<file path="src/rtl/rtg_pkg.sv">
package rtg_pkg;
  typedef enum logic [1:0] {
    PH_SYNC  = 2'd0,
    PH_BACK  = 2'd1,
    PH_ACT   = 2'd2,
    PH_FRONT = 2'd3
  } phase_e;

  // register addresses
  localparam int unsigned A_CTRL   = 0;
  localparam int unsigned A_IRQCFG = 1;
  localparam int unsigned A_IRQCLR = 2;
  localparam int unsigned A_TIM0   = 3;

  // control bits
  localparam int unsigned B_OE  = 0;
  localparam int unsigned B_FE  = 1;
  localparam int unsigned B_IL  = 2;
  localparam int unsigned B_SWR = 3;

  // timing field slots, offset from A_TIM0
  localparam int unsigned NTIM  = 8;
  localparam int unsigned T_HSW = 0;
  localparam int unsigned T_HBP = 1;
  localparam int unsigned T_HAC = 2;
  localparam int unsigned T_HFP = 3;
  localparam int unsigned T_VSW = 4;
  localparam int unsigned T_VBP = 5;
  localparam int unsigned T_VAC = 6;
  localparam int unsigned T_VFP = 7;
endpackage

</file>
<file path="src/rtl/rtg_regs.sv">
module rtg_regs
  import rtg_pkg::*;
#(
  parameter int unsigned CW      = 12,
  parameter int unsigned AW      = 4,
  parameter int unsigned RST_CYC = 4
) (
  input  logic                      clk,
  input  logic                      rst_n,
  input  logic                      wr_en,
  input  logic [AW-1:0]             wr_addr,
  input  logic [CW-1:0]             wr_data,
  output logic                      out_en,
  output logic                      frm_en,
  output logic                      ilace,
  output logic                      gie,
  output logic [1:0]                irq_sel,
  output logic                      irq_clr,
  output logic                      sw_rst,
  output logic                      busy,
  output logic [NTIM-1:0][CW-1:0]   tim
);
  localparam int unsigned RCW = $clog2(RST_CYC + 1);

  logic [RCW-1:0] rcnt;
  logic           wr_ok;
  logic           hold;

  assign busy    = (rcnt != '0);
  assign wr_ok   = wr_en & ~busy;
  assign sw_rst  = wr_ok & (wr_addr == AW'(A_CTRL)) & wr_data[B_SWR];
  assign hold    = sw_rst | busy;
  assign irq_clr = wr_ok & (wr_addr == AW'(A_IRQCLR)) & wr_data[0];

  always_ff @(posedge clk or negedge rst_n) begin
    if (!rst_n)      rcnt <= '0;
    else if (sw_rst) rcnt <= RCW'(RST_CYC);
    else if (busy)   rcnt <= rcnt - 1'b1;
  end

  always_ff @(posedge clk or negedge rst_n) begin
    if (!rst_n) begin
      out_en <= 1'b0;
      frm_en <= 1'b0;
      ilace  <= 1'b0;
    end else if (hold) begin
      out_en <= 1'b0;
      frm_en <= 1'b0;
      ilace  <= 1'b0;
    end else if (wr_ok && wr_addr == AW'(A_CTRL)) begin
      out_en <= wr_data[B_OE];
      frm_en <= wr_data[B_FE];
      ilace  <= wr_data[B_IL];
    end
  end

  always_ff @(posedge clk or negedge rst_n) begin
    if (!rst_n) begin
      gie     <= 1'b0;
      irq_sel <= 2'd0;
    end else if (hold) begin
      gie     <= 1'b0;
      irq_sel <= 2'd0;
    end else if (wr_ok && wr_addr == AW'(A_IRQCFG)) begin
      gie     <= wr_data[0];
      irq_sel <= wr_data[2:1];
    end
  end

  for (genvar g = 0; g < NTIM; g++) begin : g_tim
    always_ff @(posedge clk or negedge rst_n) begin
      if (!rst_n) tim[g] <= '0;
      else if (wr_ok && wr_addr == AW'(A_TIM0 + g)) tim[g] <= wr_data;
    end
  end
endmodule

</file>
<file path="src/rtl/rtg_phase_ctr.sv">
module rtg_phase_ctr
  import rtg_pkg::*;
#(
  parameter int unsigned CW = 12
) (
  input  logic                clk,
  input  logic                rst_n,
  input  logic                clr,
  input  logic                adv,
  input  logic [3:0][CW-1:0]  lim,
  output phase_e              phase,
  output logic [CW-1:0]       cnt,
  output logic                at_lim,
  output logic                last
);
  assign at_lim = (cnt == lim[2'(phase)]);
  assign last   = at_lim & (phase == PH_FRONT);

  always_ff @(posedge clk or negedge rst_n) begin
    if (!rst_n) begin
      phase <= PH_SYNC;
      cnt   <= '0;
    end else if (clr) begin
      phase <= PH_SYNC;
      cnt   <= '0;
    end else if (adv) begin
      if (at_lim) begin
        phase <= phase_e'(2'(phase) + 2'd1);
        cnt   <= '0;
      end else begin
        cnt <= cnt + 1'b1;
      end
    end
  end
endmodule

</file>
<file path="src/rtl/raster_timing_gen.sv">
module raster_timing_gen
  import rtg_pkg::*;
#(
  parameter int unsigned CW      = 12,
  parameter int unsigned AW      = 4,
  parameter int unsigned FIDW    = 16,
  parameter int unsigned RST_CYC = 4
) (
  input  logic            clk,
  input  logic            rst_n,
  input  logic            wr_en,
  input  logic [AW-1:0]   wr_addr,
  input  logic [CW-1:0]   wr_data,
  output logic            hsync,
  output logic            vsync,
  output logic            de,
  output logic [CW-1:0]   px_x,
  output logic [CW-1:0]   px_y,
  output logic [1:0]      vphase,
  output logic [FIDW-1:0] frame_id,
  output logic            field,
  output logic            irq,
  output logic            stop_status,
  output logic            reset_busy
);
  logic out_en, frm_en, ilace, gie, irq_clr, sw_rst, busy;
  logic [1:0] irq_sel;
  logic [NTIM-1:0][CW-1:0] tim, sh;
  logic sh_il;

  rtg_regs #(.CW(CW), .AW(AW), .RST_CYC(RST_CYC)) u_regs (
    .clk(clk), .rst_n(rst_n), .wr_en(wr_en), .wr_addr(wr_addr), .wr_data(wr_data),
    .out_en(out_en), .frm_en(frm_en), .ilace(ilace), .gie(gie), .irq_sel(irq_sel),
    .irq_clr(irq_clr), .sw_rst(sw_rst), .busy(busy), .tim(tim)
  );

  // interlaced back porch: max(1, floor((VBP+1)/2)) lines, stored minus one
  logic [CW:0]   vbp_half;
  logic [CW-1:0] vbp_eff;
  always_comb begin
    vbp_half = ({1'b0, sh[T_VBP]} + 1'b1) >> 1;
    if (!sh_il)              vbp_eff = sh[T_VBP];
    else if (vbp_half == '0) vbp_eff = '0;
    else                     vbp_eff = CW'(vbp_half - 1'b1);
  end

  logic [3:0][CW-1:0] h_lim, v_lim;
  assign h_lim = {sh[T_HFP], sh[T_HAC], sh[T_HBP], sh[T_HSW]};
  assign v_lim = {sh[T_VFP], sh[T_VAC], vbp_eff, sh[T_VSW]};

  logic running, pend;
  logic hold, run_req, launch, cont, start, frame_end, ctr_clr;
  phase_e h_ph, v_ph;
  logic [CW-1:0] h_cnt, v_cnt;
  logic h_at, h_last, v_at, v_last;

  assign hold      = sw_rst | busy;
  assign run_req   = out_en & frm_en;
  assign ctr_clr   = ~running | hold;
  assign frame_end = running & h_last & v_last;
  assign launch    = ~running & run_req & ~hold;
  assign cont      = frame_end & run_req & ~hold;
  assign start     = launch | cont;

  rtg_phase_ctr #(.CW(CW)) u_hctr (
    .clk(clk), .rst_n(rst_n), .clr(ctr_clr), .adv(running), .lim(h_lim),
    .phase(h_ph), .cnt(h_cnt), .at_lim(h_at), .last(h_last)
  );

  rtg_phase_ctr #(.CW(CW)) u_vctr (
    .clk(clk), .rst_n(rst_n), .clr(ctr_clr), .adv(running & h_last), .lim(v_lim),
    .phase(v_ph), .cnt(v_cnt), .at_lim(v_at), .last(v_last)
  );

  // run control and shadow capture
  always_ff @(posedge clk or negedge rst_n) begin
    if (!rst_n) begin
      running <= 1'b0;
      sh      <= '0;
      sh_il   <= 1'b0;
    end else begin
      if (hold)                       running <= 1'b0;
      else if (launch)                running <= 1'b1;
      else if (frame_end && !run_req) running <= 1'b0;
      if (start) begin
        sh    <= tim;
        sh_il <= ilace;
      end
    end
  end

  // field, frame counter and interrupt
  logic field_nx, il_nx, v_step_ph, enter_ev, irq_set;
  phase_e v_next;
  always_comb begin
    if (hold || launch) field_nx = 1'b0;
    else if (cont)      field_nx = ilace & ~field;
    else                field_nx = field;
    il_nx     = start ? ilace : sh_il;
    v_next    = phase_e'(2'(v_ph) + 2'd1);
    v_step_ph = running & h_last & v_at & (v_ph != PH_FRONT);
    enter_ev  = (start & (irq_sel == 2'(PH_SYNC))) |
                (v_step_ph & (2'(v_next) == irq_sel));
    irq_set   = gie & enter_ev & ~hold & ~(il_nx & field_nx);
  end

  always_ff @(posedge clk or negedge rst_n) begin
    if (!rst_n) begin
      field    <= 1'b0;
      frame_id <= '0;
      pend     <= 1'b0;
    end else begin
      field <= field_nx;
      if (hold)       frame_id <= '0;
      else if (start) frame_id <= frame_id + 1'b1;
      if (hold)         pend <= 1'b0;
      else if (irq_set) pend <= 1'b1;
      else if (irq_clr) pend <= 1'b0;
    end
  end

  assign hsync       = running & (h_ph == PH_SYNC);
  assign vsync       = running & (v_ph == PH_SYNC);
  assign de          = running & (h_ph == PH_ACT) & (v_ph == PH_ACT);
  assign px_x        = (running && h_ph == PH_ACT) ? h_cnt : '0;
  assign px_y        = (running && v_ph == PH_ACT) ? v_cnt : '0;
  assign vphase      = v_ph;
  assign irq         = pend;
  assign stop_status = running & ~run_req;
  assign reset_busy  = busy;
endmodule

</file>
<file path="config.mk">
export PLATFORM = sky130hd
export DESIGN_NAME = raster_timing_gen
export DESIGN_NICKNAME = d
export VERILOG_FILES = /design/src/rtl/rtg_pkg.sv /design/src/rtl/rtg_regs.sv /design/src/rtl/rtg_phase_ctr.sv /design/src/rtl/raster_timing_gen.sv
export SDC_FILE = /design/constraint.sdc
export NUM_CORES = 1
export LEC_CHECK = 0
export BUFFER_PORTS_ARGS = -buffer_cell sky130_fd_sc_hd__buf_2
export CORE_MARGIN = 2
export CORE_UTILIZATION = 30
export DETAILED_ROUTE_END_ITERATION = 10
export PLACE_DENSITY = 0.44
export SETUP_SLACK_MARGIN = 0.2
export SLEW_MARGIN = 20
export SYNTH_ARGS = -nofsm -noshare
export SYNTH_HDL_FRONTEND = slang
export SYNTH_HIERARCHICAL = 1
export SYNTH_SLANG_ARGS = --single-unit
</file>
<file path="constraint.sdc">
create_clock -name clk -period 7.3 [get_ports clk]
set_input_delay 1.46 -clock clk [delete_from_list [all_inputs] [get_ports clk]]
set_output_delay 1.46 -clock clk [all_outputs]
set_load 0.01 [all_outputs]
</file>
# Yosys cells after proc, flatten, opt, wreduce, memory -nomap -nowiden
# Index checks and enable logic that the tools add are counted.
# op_classes
eq_ne	18
multipliers	0
n_lt_le_gt_ge	2
n_mux	43
reduce_logical	33
shift	0
bitwise_logic	38
n_div	0
n_addsub	8
# op_table
operator	n
$mux 12	12
$bmux 12 s2	2
$mux 16	2
$and 1x1->1	28
$add 12x1->12 const B	2
$eq 12x12->1	2
$mux 1	17
$add 16x1->16 const B	1
$eq 4x3->1 const B	4
$mux 2	8
$reduce_bool 2->1	8
$add 12x1->13 const B	1
$logic_and 1x1->1	13
$logic_not 13->1	1
$eq 4x4->1 const B	3
$sub 12x1->12 const B	1
$reduce_bool 3->1	3
$eq 2x2->1 const B	4
$eq 4x2->1 const B	2
$logic_not 2->1	3
$lt 2x3->1 const B	2
$mux 3	2
$not 1->1	6
$add 2x1->2 const B	2
9 further kinds	13
# totals
mem_bits_rw	0
mem_bits_ro	0
n_memories	0
elab_cells	173
output_inout_bits	49
latch_bits	0
reg_bits	249

# Depth between registers and ports, before layout
# depth
word_depth	19
mapped_depth	22
depth_no_buf	20

# Modules after synthesis
# Netlist, hierarchy kept.
# by_module_without_submodules
module	n_inst	cells_per_inst	area_per_inst_um2
raster_timing_gen	1	461	5614.1
rtg_regs	1	270	4182.8
rtg_phase_ctr	2	106	1188.6

# Worst setup path before layout
# No wires, ideal clock.
# synth_path
kind	flip-flop to flip-flop
start	reg sh[60] in the netlist's numbering
end	reg sh, in the netlist h_lim[10]
stages_incl_launch_ff	19
period_less_slack_ns	4.591
setup_time_ns	0.125
path_slack_ns	2.709
arrival_time_ns	4.467
path_cell_list	dfrtp_1 ha_1 buf_2 and3b_1 nor4_4 o211ai_4 nor4b_4 nand2b_1 o22ai_1 mux4_2 xnor2_1 nand4_1 nor3_2 and2_1 a21bo_2 nand3_1 clkbuf_1 buf_2 mux2_2
# synth_via
elab_chain_len	12
elab_cells_between_ends	13
# synth_rtl
element	line_no	rtl
start: declaration	raster_timing_gen.sv:28	logic [NTIM-1:0][CW-1:0] tim, sh;
start signal: assignment	raster_timing_gen.sv:86	sh <= tim;
$add 12x1->13 *	raster_timing_gen.sv:41	vbp_half = ({1'b0, sh[T_VBP]} + 1'b1) >> 1;
$sub 12x1->12 / $logic_not 13->1 (equally long branches)	raster_timing_gen.sv:44, raster_timing_gen.sv:43	
$mux 12 *	raster_timing_gen.sv:43	else if (vbp_half == '0) vbp_eff = '0;
$mux 12 *	raster_timing_gen.sv:42	if (!sh_il) vbp_eff = sh[T_VBP];
via vbp_eff[6]	raster_timing_gen.sv:39	logic [CW-1:0] vbp_eff;
$bmux 12 s2 *	rtg_phase_ctr.sv:16	assign at_lim = (cnt == lim[2'(phase)]);
$mux 12 (implied by the code) *	rtg_phase_ctr.sv:16	
$eq 12x12->1 *	rtg_phase_ctr.sv:16	
via v_at	raster_timing_gen.sv:55	logic h_at, h_last, v_at, v_last;
$and 1x1->1 *	rtg_phase_ctr.sv:17	assign last = at_lim & (phase == PH_FRONT);
via v_last	raster_timing_gen.sv:55	
$and 1x1->1 *	raster_timing_gen.sv:60	assign frame_end = running & h_last & v_last;
$and 1x1->1 * (2 in a row)	raster_timing_gen.sv:62	assign cont = frame_end & run_req & ~hold;
$or 1x1->1 *	raster_timing_gen.sv:63	assign start = launch | cont;
# Mark *: on every way through the listed nets, which the timed path passes. The rest lies on a longest branch. The select of a mux whose other input is x is not followed.
# A chain may end at the register's enable or synchronous reset.

# Final worst setup path
# layout_path
start	reg sh[60] in the netlist's numbering
end	reg pend, in the netlist irq
# layout_via
elab_chain_len	19
elab_cells_between_ends	29
# layout_rtl
element	line_no	rtl
$add 12x1->13 *	raster_timing_gen.sv:41	
$sub 12x1->12 / $logic_not 13->1 (equally long branches)	raster_timing_gen.sv:44, raster_timing_gen.sv:43	
$mux 12 *	raster_timing_gen.sv:43	
$mux 12 *	raster_timing_gen.sv:42	
via vbp_eff[6]	raster_timing_gen.sv:39	
$bmux 12 s2 *	rtg_phase_ctr.sv:16	
$mux 12 (implied by the code) *	rtg_phase_ctr.sv:16	
$eq 12x12->1 *	rtg_phase_ctr.sv:16	
via v_at	raster_timing_gen.sv:55	
[1 not listed]	n/a	
via v_last	raster_timing_gen.sv:55	
[1 not listed]	n/a	
$and 1x1->1 * (2 in a row)	raster_timing_gen.sv:62	
$or 1x1->1	raster_timing_gen.sv:63	
$and 1x1->1	raster_timing_gen.sv:102	enter_ev = (start & (irq_sel == 2'(PH_SYNC))) |
$or 1x1->1	raster_timing_gen.sv:102	
$and 1x1->1 (2 in a row)	raster_timing_gen.sv:104	irq_set = gie & enter_ev & ~hold & ~(il_nx & field_nx);
$and 1x1->1 *	raster_timing_gen.sv:104	
$mux 1	raster_timing_gen.sv:117	else if (irq_set) pend <= 1'b1;
$mux 1	raster_timing_gen.sv:116	if (hold) pend <= 1'b0;
end signal: assignment	raster_timing_gen.sv:116	
end signal: assignment	raster_timing_gen.sv:117	
end signal: assignment	raster_timing_gen.sv:118	else if (irq_clr) pend <= 1'b0;
end: declaration	raster_timing_gen.sv:51	logic running, pend;
# Marked as above.

==> results.toml <==
[status]
outcome = "finished clean"

[critical_path]
worst_ep_arrival_time_ns = 6.38
slowest_delay_ns = 0.69
path_cells = "ha_1 > nand2_1 > o21ai_1 > o211ai_4 > nor4b_4 > nand2b_1 > o22ai_1 > mux4_2 > xnor2_1 > nand4_1 > nor3_2 > and2_1 > a21bo_2 > nand3_4 > buf_4 > buf_4 > mux2i_1 > o211ai_1 > a21oi_1"
path_class = "flop to flop"
critPathRequiredTime_ns = 7.76
cp-start-kind = "flop"
worstSetupEndpointType = "flop"
critPathMostFrequentCell = "sky130_fd_sc_hd__buf_4"
timing.critical_path.slowest_stage_cell = "sky130_fd_sc_hd__buf_4"
path_max_fanout = 50

[grt]
globalRoute.totalOverflow = 0
met1_routing_resource_usage_after_global_routing_pct = 20.09
grt_first_pass_wirelength_um = 47140
globalRoute.busiestLayer = "met2"
grtUsageMet2_pct = 23.60
grt_met3_usage_pct = 2.043
grt_max_degree = 159
antenna_violations_before_repair = 0
number_of_global_route_vias_before_repair = 7834
global_route.usage.total_pct = 14.43

[timing]
finalSetupTns_ns = 0
fin_crit_sh_pct = 81.08
min_period_ns = 5.919
clock.fmax_ghz = 0.1690
max_slew_margin_pct = 31.80
max_slew.worst_pin.slew_ns = 1.023
report.final.slew_viol_count = 0
worst_clock_skew_ns = 0.009325
setup_violations = 0
hold_viol = 0
unrepaired_setup_endpoints_after_global_routing = "no"

[logic_synthesis]
synthCells = 943
postSynthNetCount = 975
synth_enable_flop_cells = 0
post_synthesis_cell_area_mm2 = 0.01217
postSynth.asyncResetShare_pct = 100.0
ys_ff_latch = 249
ys_dominant_reg_cell = "sky130_fd_sc_hd__dfrtp_1"
fraction_of_the_yosys_area_taken_by_sequential_cells_pct = 51.18
synth-warning-count = 6
postSynthAreaPerCell_um2 = 12.91
synth.lib_cells_used.distinct = 70

[clock_tree]
cts.reportedPaths.clkPinSlew_ns = 0.06
worst_skew_pair.late_latency_ns = 0.54
cts_htree_levels = 1
clock_tree.root_cell = "sky130_fd_sc_hd__clkbuf_16"
cts_hold_bufs = 0
cts_buffers = 27
clock_sinks = 249
cts_setup_buffers = 0
postCtsResizedCells = 0
max_buffers_root_to_sink = 3
tritoncts_clock_tree = "built"

[hold_path]
type_of_the_tightest_min_delay_check = "flop to flop"

[floorplanning]
die_ar_mm2 = 0.04221
floorplan.core_area_mm2 = 0.03991
initial_core_util_pct = 30.50
die_wd_um = 205.4
die_y_um = 205.4
boundaryPins = 68
rows = 73

[placement]
place_hpwl_um = 19640
gpl.final_weighted_congestion = 0.7952
buffer_ports.inserted = 67
placement.cell_area_mm2 = 0.01296

[routing]
detailroute.via_count = 7486
detail_route.wl_per_cell_um = 19.20
first_iter_violations = 350
totalWireLength_um = 29460
drc = 0
drt-pass1-iter-count = 4
vias_per_cell = 4.880
detail-route-antenna-nets = 0

[power_and_ir_drop]
power_density_mw_per_mm2 = 236.0
p_int_w = 0.002463
pwr-share-seq_pct = 51.0
worst_supply_voltage_drop_on_vdd_uv = 128.7
power.clock.fraction_pct = 39.4
switching_share_pct = 24.24
switching_power_w = 0.0007881
static_power_due_to_leakage_nw = 6.275
power.combinational.fraction_pct = 9.6

[final_layout]
fillers = 3909
layout-drive-gt1-share_pct = 35.88
multi_input_comb_area_mm2 = 0.005544
final-seq-area_mm2 = 0.006231
syn2layout_area_growth_pct = 13.16
antenna-diode-count = 0
final_cell_area_mm2 = 0.01378
fin_nets = 1024

[run]
drv.max_cap_violation_count = 0
cells by family (layout without fill, tap and decap cells):
kind of cell	count (synthesis)	after routing	share of synthesized area, %
AO/OA/AOI/OAI	63	63	3.638
AND/OR/NAND/NOR	230	230	11.74
multiplexers	228	228	23.26
buffers and inverters	84	150	3.381
flip-flops	249	249	51.18
adder cells (fa/ha/maj)	13	13	1.336
XOR/XNOR	76	76	5.468
registers in the layout, indices dropped and copies added, names as in the netlist, 2 cells and up:
name            count
u_hctr/cnt         12
h_lim              48
u_regs/tim         96
u_vctr/cnt         12
u_regs/rcnt         3
u_vctr/phase        2
frame_id           16
u_hctr/phase        2
sh                 48
u_regs/irq_sel      2
worst max-delay path, delay by kind of cell (launching register included):
kind | cells | cell delay [ns]
AND/OR/NAND/NOR | 7 | 1.59
buffers and inverters | 2 | 1.25
multiplexers | 2 | 0.81
adder cells (fa/ha/maj) | 1 | 0.40
XOR/XNOR | 1 | 0.14
AO/OA/AOI/OAI | 6 | 1.13
flip-flops | 1 | 0.44
path summary, 6_finish.rpt:
kind                                       to  cells past startpoint           start  slack (ns)
worst max-delay path                      irq                     19          sh[60]        1.38
worst min-delay path                   sh[88]                      1  u_regs/tim[88]        0.50
worst max register to register            irq                     19          sh[60]        1.38
worst min register to register         sh[88]                      1  u_regs/tim[88]        0.50
max in group asynchronous           h_lim[16]                      2           rst_n        4.92
min in group asynchronous       u_vctr/cnt[6]                      1           rst_n        0.95
stage by stage:
step	utilization, %	instances	hold WS (ns)	worst slack [ns]	power, W
after CTS	34.51	1534	0.5010	1.333	0.003314
after detailed placement	32.48	1488	0.4878	1.365	0.002005
after floorplan	-	943	0.4739	2.709	0.001891
final	34.51	1534	0.4965	1.381	0.003251
after global routing	34.51	1534	0.5102	0.8024	0.003422
after global placement	32.48	1488	0.4824	1.473	0.001993
power by group through the flow:
stage          clock network, W  registers (W)  logic, W
6_report                0.00128        0.00166  0.000313
5_1_grt                 0.00138        0.00169  0.000353
4_1_cts                 0.00133        0.00166  0.000322
3_5_place_dp                  0        0.00168  0.000320
3_3_place_gp                  0        0.00168  0.000312
2_1_floorplan                 0        0.00165  0.000237
cell usage after synthesis (4+ instances only):
| master | instances | area [µm²] |
|---|---|---|
| sky130_fd_sc_hd__dfrtp_1 | 249 | 6231 |
| sky130_fd_sc_hd__mux2_2 | 197 | 2218 |
| sky130_fd_sc_hd__xnor2_1 | 58 | 508.0 |
| sky130_fd_sc_hd__nor2_1 | 44 | 165.2 |
| sky130_fd_sc_hd__inv_1 | 28 | 105.1 |
| sky130_fd_sc_hd__clkbuf_1 | 26 | 97.59 |
| sky130_fd_sc_hd__nor3_1 | 26 | 130.1 |
| sky130_fd_sc_hd__mux4_2 | 24 | 540.5 |
| sky130_fd_sc_hd__nand2_1 | 24 | 90.09 |
| sky130_fd_sc_hd__nand4_1 | 23 | 143.9 |
| sky130_fd_sc_hd__and2_1 | 22 | 137.6 |
| sky130_fd_sc_hd__xor2_1 | 18 | 157.7 |
| sky130_fd_sc_hd__and3_1 | 16 | 100.1 |
| sky130_fd_sc_hd__nand3_1 | 16 | 80.08 |
| sky130_fd_sc_hd__ha_1 | 13 | 162.7 |
| sky130_fd_sc_hd__buf_2 | 11 | 55.05 |
| sky130_fd_sc_hd__o22ai_1 | 11 | 68.82 |
| sky130_fd_sc_hd__a21oi_1 | 10 | 50.05 |
| sky130_fd_sc_hd__nand2b_1 | 10 | 62.56 |
| sky130_fd_sc_hd__o21ai_0 | 10 | 50.05 |
| sky130_fd_sc_hd__buf_6 | 8 | 90.09 |
| sky130_fd_sc_hd__buf_4 | 6 | 45.04 |
| sky130_fd_sc_hd__nor2b_1 | 6 | 37.54 |
| sky130_fd_sc_hd__o32ai_1 | 6 | 52.55 |
| sky130_fd_sc_hd__buf_1 | 5 | 18.77 |
| sky130_fd_sc_hd__mux2i_1 | 5 | 50.05 |
| sky130_fd_sc_hd__nor3_2 | 4 | 40.04 |
| sky130_fd_sc_hd__nor4_4 | 4 | 85.08 |
| sky130_fd_sc_hd__or3_1 | 4 | 25.02 |
layout make-up:
class,count,share of cell area (%)
Clock inverter,8,0.3361
Sequential cell,249,45.23
Tap cell,525,4.768
Timing Repair Buffer,76,3.088
Clock buffer,38,5.568
Inverter,28,0.7629
Multi-Input combinational cell,610,40.25
cell usage in the layout (no fill, tap or decap), types with 4 or more instances in the layout:
master and n:
sky130_fd_sc_hd__a21oi_1 10, sky130_fd_sc_hd__clkbuf_16 27, sky130_fd_sc_hd__inv_1 28, sky130_fd_sc_hd__mux2i_1 5
sky130_fd_sc_hd__mux2_2 197, sky130_fd_sc_hd__dfrtp_1 249, sky130_fd_sc_hd__nor4_4 4, sky130_fd_sc_hd__nor2_1 44
sky130_fd_sc_hd__clkinv_2 6, sky130_fd_sc_hd__nor3_2 4, sky130_fd_sc_hd__o32ai_1 6, sky130_fd_sc_hd__nand3_1 15
sky130_fd_sc_hd__mux4_2 24, sky130_fd_sc_hd__nand2b_1 10, sky130_fd_sc_hd__nand2_1 24, sky130_fd_sc_hd__o22ai_1 11
sky130_fd_sc_hd__ha_1 13, sky130_fd_sc_hd__xnor2_1 58, sky130_fd_sc_hd__buf_2 66, sky130_fd_sc_hd__buf_4 8
sky130_fd_sc_hd__clkbuf_8 5, sky130_fd_sc_hd__nand4_1 23, sky130_fd_sc_hd__or3_1 4, sky130_fd_sc_hd__o21ai_0 10
sky130_fd_sc_hd__nor2b_1 6, sky130_fd_sc_hd__xor2_1 18, sky130_fd_sc_hd__nor3_1 26, sky130_fd_sc_hd__and3_1 16
sky130_fd_sc_hd__and2_1 22, sky130_fd_sc_hd__clkbuf_1 6
per-layer routing:
layer  vias to the layer above  part of all wire [%]
met3                        36                   3.4
met5                         -                     0
li1                       3480                     -
met1                      3873                    48
met2                        97                    47
met4                         0                   1.9
No activity file was read; power rests on OpenSTA's default activity.
